$ cat src/rtl/sixstep_pkg.sv
`timescale 1ns/1ps
package sixstep_pkg;

    localparam int NUM_STEPS  = 6;
    localparam int NUM_PHASES = 3;
    localparam int STEP_W     = $clog2(NUM_STEPS + 1);
    localparam int ROLE_W     = 2;

    typedef logic [STEP_W-1:0] step_t;
    localparam step_t IDLE_STEP = '1;

    typedef enum logic [ROLE_W-1:0] {
        ROLE_FLOAT = 2'b00,
        ROLE_LOW   = 2'b01,
        ROLE_PWM   = 2'b10
    } role_e;

    typedef logic [NUM_PHASES-1:0][ROLE_W-1:0] bridge_cfg_t;

    // Phase that receives the PWM carrier: two states per phase.
    function automatic int pwm_phase(input step_t s);
        return int'(s) / 2;
    endfunction

    // Phase held low: follows the PWM phase, shifted by one state.
    function automatic int low_phase(input step_t s);
        return ((int'(s) + 1) / 2 + 1) % NUM_PHASES;
    endfunction

    function automatic logic step_valid(input step_t s);
        return int'(s) < NUM_STEPS;
    endfunction

    // Next state in the rotation; idle and the last state both lead to 0.
    function automatic step_t next_step(input step_t s);
        if (int'(s) >= NUM_STEPS - 1)
            return '0;
        return s + step_t'(1);
    endfunction

endpackage

$ cat src/rtl/sixstep_step_ctr.sv
`timescale 1ns/1ps
module sixstep_step_ctr
    import sixstep_pkg::*;
(
    input  logic  clk,
    input  logic  rst,
    input  logic  en,
    input  logic  adv,
    output step_t step_q,
    output logic  taken_q
);

    logic take;
    assign take = en & adv;

    always_ff @(posedge clk) begin
        if (rst) begin
            step_q  <= IDLE_STEP;
            taken_q <= 1'b0;
        end else begin
            taken_q <= take;
            if (take)
                step_q <= next_step(step_q);
        end
    end

endmodule

$ cat src/rtl/sixstep_role_map.sv
`timescale 1ns/1ps
module sixstep_role_map
    import sixstep_pkg::*;
(
    input  step_t       step,
    output bridge_cfg_t cfg
);

    for (genvar g = 0; g < NUM_PHASES; g++) begin : g_phase
        always_comb begin
            if (!step_valid(step))
                cfg[g] = ROLE_FLOAT;
            else if (pwm_phase(step) == g)
                cfg[g] = ROLE_PWM;
            else if (low_phase(step) == g)
                cfg[g] = ROLE_LOW;
            else
                cfg[g] = ROLE_FLOAT;
        end
    end

endmodule

$ cat src/rtl/sixstep_strobe_gen.sv
`timescale 1ns/1ps
module sixstep_strobe_gen (
    input  logic clk,
    input  logic rst,
    input  logic taken,
    output logic strobe_q
);

    always_ff @(posedge clk) begin
        if (rst)
            strobe_q <= 1'b0;
        else
            strobe_q <= taken;
    end

endmodule

$ cat src/rtl/sixstep_commutator.sv
`timescale 1ns/1ps
module sixstep_commutator
    import sixstep_pkg::*;
(
    input  logic              clk,
    input  logic              rst,
    input  logic              en,
    input  logic              adv,
    output logic [STEP_W-1:0] step_idx,
    output logic [ROLE_W-1:0] role_a,
    output logic [ROLE_W-1:0] role_b,
    output logic [ROLE_W-1:0] role_c,
    output logic              com_strobe
);

    step_t       cur_step;
    logic        taken;
    bridge_cfg_t cfg;

    sixstep_step_ctr u_ctr (
        .clk     (clk),
        .rst     (rst),
        .en      (en),
        .adv     (adv),
        .step_q  (cur_step),
        .taken_q (taken)
    );

    sixstep_role_map u_map (
        .step (cur_step),
        .cfg  (cfg)
    );

    sixstep_strobe_gen u_stb (
        .clk      (clk),
        .rst      (rst),
        .taken    (taken),
        .strobe_q (com_strobe)
    );

    assign step_idx = cur_step;
    assign role_a   = cfg[0];
    assign role_b   = cfg[1];
    assign role_c   = cfg[2];

endmodule

$ cat config.mk
export PLATFORM = sky130hd
export DESIGN_NAME = sixstep_commutator
export DESIGN_NICKNAME = d
export VERILOG_FILES = /design/src/rtl/sixstep_pkg.sv /design/src/rtl/sixstep_step_ctr.sv /design/src/rtl/sixstep_role_map.sv /design/src/rtl/sixstep_strobe_gen.sv /design/src/rtl/sixstep_commutator.sv
export SDC_FILE = /design/constraint.sdc
export NUM_CORES = 1
export LEC_CHECK = 0
export BUFFER_PORTS_ARGS = -buffer_cell sky130_fd_sc_hd__buf_2
export CORE_MARGIN = 2
export CORE_UTILIZATION = 40
export CTS_CLUSTER_SIZE = 25
export DETAILED_ROUTE_END_ITERATION = 16
export PLACE_DENSITY_LB_ADDON = 0.15
export SYNTH_ARGS = -nofsm -noshare
export SYNTH_HDL_FRONTEND = slang
export SYNTH_HIERARCHICAL = 1
export SYNTH_SLANG_ARGS = --single-unit
export TNS_END_PERCENT = 10
$ cat constraint.sdc
create_clock -name clk -period 4.5 [get_ports clk]
set_input_delay 0.675 -clock clk [delete_from_list [all_inputs] [get_ports clk]]
set_output_delay 0.675 -clock clk [all_outputs]
set_load 0.02 [all_outputs]
Word level (Yosys, flattened, before mapping)
Index checks and enable logic that the tools add are counted.

Output and inout bits: 10. Flip-flop bits (word level): 5. Bits of input ports: 4.

Add/subtract/negate cells: 4. Div/mod/pow operators: 1. Equal/unequal tests: 4. Bitwise logic cells: 2. $lt $le $gt $ge: 2. Multiplexer cells: 14. Reduce and logical (&&, ||, !) cells: 2.

Operator list (count): 32-bit zero test (2); 32-bit by 1-bit adder with 32-bit output (1); 32-bit by 2-bit adder with 32-bit output (second input constant) (1); 32-bit by 2-bit equality test with 1-bit output (second input constant) (1); 32-bit by 3-bit equality test with 1-bit output (second input constant) (1); 32-bit by 3-bit remainder unit with 32-bit output (second input constant) (1); 2-bit two-way mux (6); 1-bit two-way mux (6); 3-bit two-way mux (2); 3-bit by 1-bit adder with 4-bit output (second input constant) (1); 2-bit equality test (second input constant) (2); 3-bit by 1-bit adder with 3-bit output (second input constant) (1); 3-bit greater-or-equal comparator (second input constant) (1); 3-bit < comparator (second input constant) (1); 1-bit AND (1); 1-bit AND (first input constant) (1).

Longest topological paths before layout
Depth after elaboration: 9. Mapped depth: 16.

Hierarchy
Netlist, hierarchy kept.

Modules (own cells, without submodules): sixstep_role_map (cells each 60, sequential area each 0.0 um^2, instances 1, area each 474.2 um^2); sixstep_step_ctr (cells each 19, sequential area each 80.1 um^2, instances 1, area each 200.2 um^2); sixstep_strobe_gen (cells each 2, sequential area each 20.0 um^2, instances 1, area each 33.8 um^2).

Worst setup path before layout
Ideal clock, no wire load.

Path kind: flip-flop to output port. Start point: register u_ctr.step_q[1]. End point: output role_c[0]. Required time: 3.825 ns. Data arrival time: 4.438 ns. Slack: -0.613 ns. Cell stages (with the launch flop): 17. Path through: dfxtp_1 -> ha_1 -> xor2_1 -> ha_1 -> nor3_1 -> a21o_1 -> ha_1 -> ha_1 -> a21o_1 -> or3_1 -> buf_6 -> xor2_1 -> ha_1 -> or3b_2 -> nor3b_1 -> mux2i_1 -> a221oi_1.

Longest elaborated chain between the ends: 8. Elaborated cells between the ends (all ways): 10.

Ends and longest elaborated chain: start: declaration (line sixstep_step_ctr.sv:9) `output step_t step_q,`; start signal: assignment (line sixstep_step_ctr.sv:23) `step_q <= next_step(step_q);`; 3-bit by 1-bit adder with 4-bit output (line sixstep_pkg.sv:27) `return ((int'(s) + 1) / 2 + 1) % NUM_PHASES;`; 32-bit by 1-bit adder with 32-bit output (no source line); 32-bit by 2-bit adder with 32-bit output (line sixstep_pkg.sv:27); 32-bit by 3-bit remainder unit with 32-bit output (line sixstep_pkg.sv:27); 32-bit by 3-bit equality test with 1-bit output (line sixstep_role_map.sv:15) `else if (low_phase(step) == g)`; 1-bit two-way mux (line sixstep_role_map.sv:15); 2-bit two-way mux (line sixstep_role_map.sv:13) `else if (pwm_phase(step) == g)`; 2-bit two-way mux (*) (line sixstep_role_map.sv:11) `if (!step_valid(step))`; end: declaration (line sixstep_commutator.sv:12) `output logic [ROLE_W-1:0] role_c,`.

Every way passes the cells marked *; elsewhere a longest branch is shown, timed or not.

Final worst setup path
Start point: register u_ctr.step_q[0]. End point: output role_a[0].

Longest elaborated chain between the ends: 9. Elaborated cells between the ends (all ways): 10.

Ends and longest elaborated chain: 3-bit by 1-bit adder with 4-bit output (line sixstep_pkg.sv:27); 1-bit AND (no source line); 32-bit by 1-bit adder with 32-bit output (no source line); 32-bit by 2-bit adder with 32-bit output (line sixstep_pkg.sv:27); 32-bit by 3-bit remainder unit with 32-bit output (line sixstep_pkg.sv:27); 32-bit zero test (line sixstep_role_map.sv:15); 1-bit two-way mux (line sixstep_role_map.sv:15); 2-bit two-way mux (line sixstep_role_map.sv:13); 2-bit two-way mux (*) (line sixstep_role_map.sv:11); end: declaration (line sixstep_commutator.sv:10) `output logic [ROLE_W-1:0] role_a,`.

Marked as above.

==> reports/metrics.cfg <==
[timing]
fmax_ghz = 0.227
holdWs_ns = 0.444
period_share = 0.979
finalSetupViolations = 0
worst_slack_ns = 0.0965
slew_violations = 0
hold_violations = 0
worstMarginPinSlew_ns = 0.663
skew_ns = 0.00312
slew_headroom = 0.555
period_needed_ns = 4.40
rsz0062_at_grt = true

[global_route]
grt_first_pass_wirelength_mm = 2.67
grt_max_degree = 13
grt_pass1_vias = 656
overflow = 0
antenna_found_initial = 0
groute.usage.overall = 0.172

[yosys]
synthAdderAreaFrac = 0.159
yosys-top-cells-area = ha_1, dfxtp_1, mux2i_1, nor2_1, a21o_1
syn_nets = 94
synth.area.mux_share = 0.0424
synthXorXnorAreaFrac = 0.0247
ys_ff_latch = 5
synthSimpleGateAreaFrac = 0.316
yosysTopAreaCell = ha_1
async_flop_share = 0
synth_edf_count = 0
syn-instance-count = 81
synth_compound_area_frac = 0.269
synth_warnings = 6
syn_area_per_cell_sq_um = 8.74
ys_types = 42
ys.flop_type = dfxtp_1
yosys.area.top_type_share = 0.159
synth_area_sq_um = 708
synth_top_family_by_area = simple AND/OR/NAND/NOR gates
ys_seq_area_frac = 0.141

[power_and_ir_drop]
vdd_ir_drop_max_mv = 0.258
power.leakage_nw = 0.481
cellPowerDensity_nw_per_um2 = 394

[setup_path]
worstPathArrival_ns = 3.73
crit_type = reg -> out
crit_fanout = 4
cp_top_family = simple AND/OR/NAND/NOR gates
cp_slowest_cell = or3_4
path_cells = ha_4 > xor2_4 > ha_4 > nor3_2 > a21o_1 > ha_4 > ha_4 > a21o_1 > or3_4 > xor2_2 > ha_2 > or3b_4 > nor3b_4 > mux2i_4 > a2111oi_4 > buf_4
endpoint_kind = primary output
path_common_cell = ha_4
worst-path-buf-inv = 1
cp-start-kind = flop
cp_data_required_time_ns = 3.83
cpPeakStageDelay_ns = 0.38

[route]
ant_nets = 0
drc_errors = 0
drt-initial-drc-count = 5
wl_met1_microns = 695
dr.pass1.iters = 4
routed_wl_mm = 1.66
wl_met3_microns = 29
wl_met2_microns = 934
num_vias = 706
routedWlPerCell_microns = 13.2
vias_per_cell = 5.60
top_layer = met3

[job]
cap_violations = 0

[cts]
cts_tree = done
clockBufferDepth = 2
cts_buffers = 3
clk_pin_slew_worst_paths_ns = 0.04
ctsHtreeMaxLevel = 1
cts.sinks = 5
clock_latency_ns = 0.24
postCtsHoldBufs = 0
cts_root_buf = clkbuf_4

[worst_hold_path]
worstHoldPathType = reg -> reg

[placed_design]
placed_area_sq_um = 938
placement.io_buffers = 13
place_ws_ns = 0.0999
dp.final_hpwl_mm = 1.28
gp_congestion = 0.787
dpl.cell_count = 118

[die]
die_area_sq_um = 2120
core_area_sq_um = 1690
die_y_microns = 46.1
die_width_microns = 46.1
ios = 14
start_util = 0.419
row_count = 15

[finish]
design_area_sq_um = 1080
drive_gt1_frac = 0.532
nets = 123
area_delta_synth_final_pct = 52.1
fin_util = 0.638
stdcell_count = 126
n_antenna_cell = 0

[status]
status = completed

what timing repair did:
| item | in CTS | in global routing |
|---|---|---|
| resized for setup | 10 | 4 |
| pin swaps | 10 | 6 |
| buffers inserted | 3 | 1 |
| endpoints found under the setup margin | 3 | 3 |
cells by family after synthesis:
logic type / after synthesis
AO/OA/AOI/OAI: 24
AND/OR/NAND/NOR: 31
XOR/XNOR: 2
buffers and inverters: 7
multiplexers: 3
adder cells (fa/ha/maj): 9
flip-flops: 5
registers in the layout, summed over array words and instances, names as in the netlist:
name            count
u_stb/strobe_q      1
u_ctr/step_q        3
u_ctr/taken_q       1
placed cells by master, fill, tap and decap left out, drive strengths merged, types with 2 or more instances in the layout:
cell type and n:
buf 25, ha 9, nor2 8, inv 6
dfxtp 5, clkbuf 4, a21oi 4, a21o 3
nor2b 3, mux2i 3, nand3 3, o31ai 2
a211o 2, or2 2, nand2 2, and3b 2
xor2 2, a221oi 2, a211oi 2
layout make-up:
cell class | count | area (sq um)
Tap cell | 17 | 21.3
Clock buffer | 4 | 26.3
Sequential cell | 5 | 109
Timing Repair Buffer | 25 | 164
Inverter | 6 | 22.5
Multi-Input combinational cell | 69 | 734
Fill cell | 145 | 612
worst paths after layout:
path	start	end	slack [ns]	cells after the start
setup / recovery	u_ctr/step_q[0]$_SDFFE_PP1P_	role_a[0]	0.1	16
setup reg to reg	u_ctr/step_q[1]$_SDFFE_PP1P_	u_ctr/step_q[2]$_SDFFE_PP1P_	3.05	5
hold reg to reg	u_ctr/taken_q$_SDFF_PP0_	u_stb/strobe_q$_SDFF_PP0_	0.44	1
hold / removal	u_ctr/taken_q$_SDFF_PP0_	u_stb/strobe_q$_SDFF_PP0_	0.44	1
through the flow:
stage | TNS (ns) | power [mW]
6_report | 0 | 0.425
5_1_grt | -0.0403 | 0.460
4_1_cts | -0.0798 | 0.416
3_5_place_dp | 0 | 0.327
3_3_place_gp | 0 | 0.322
2_1_floorplan | 0 | 0.270
power by group:
part / switching, mW / internal, mW
clock: 0.0170 / 0.0334
combinational: 0.171 / 0.153
sequential: 0.00269 / 0.0471
total: 0.191 / 0.234
layer usage:
| layer | vias to the layer above | GRT usage |
|---|---|---|
| met5 | - | 0 |
| met4 | 0 | 0.0343 |
| met3 | 0 | 0.0235 |
| met2 | 7 | 0.342 |
| met1 | 335 | 0.188 |
| li1 | 364 | - |
synth_stat cells, types with 2 or more instances:
cell      n
ha_1      9
o31ai_1   2
mux2i_1   3
xor2_1    2
nand2_1   2
or2_2     2
a21o_1    3
dfxtp_1   5
inv_1     6
a211o_1   2
nor2_1    8
a211oi_1  2
a221oi_1  2
nand3_1   2
a21oi_1   3
nor2b_1   2
Power figures use the tool's default switching activity.
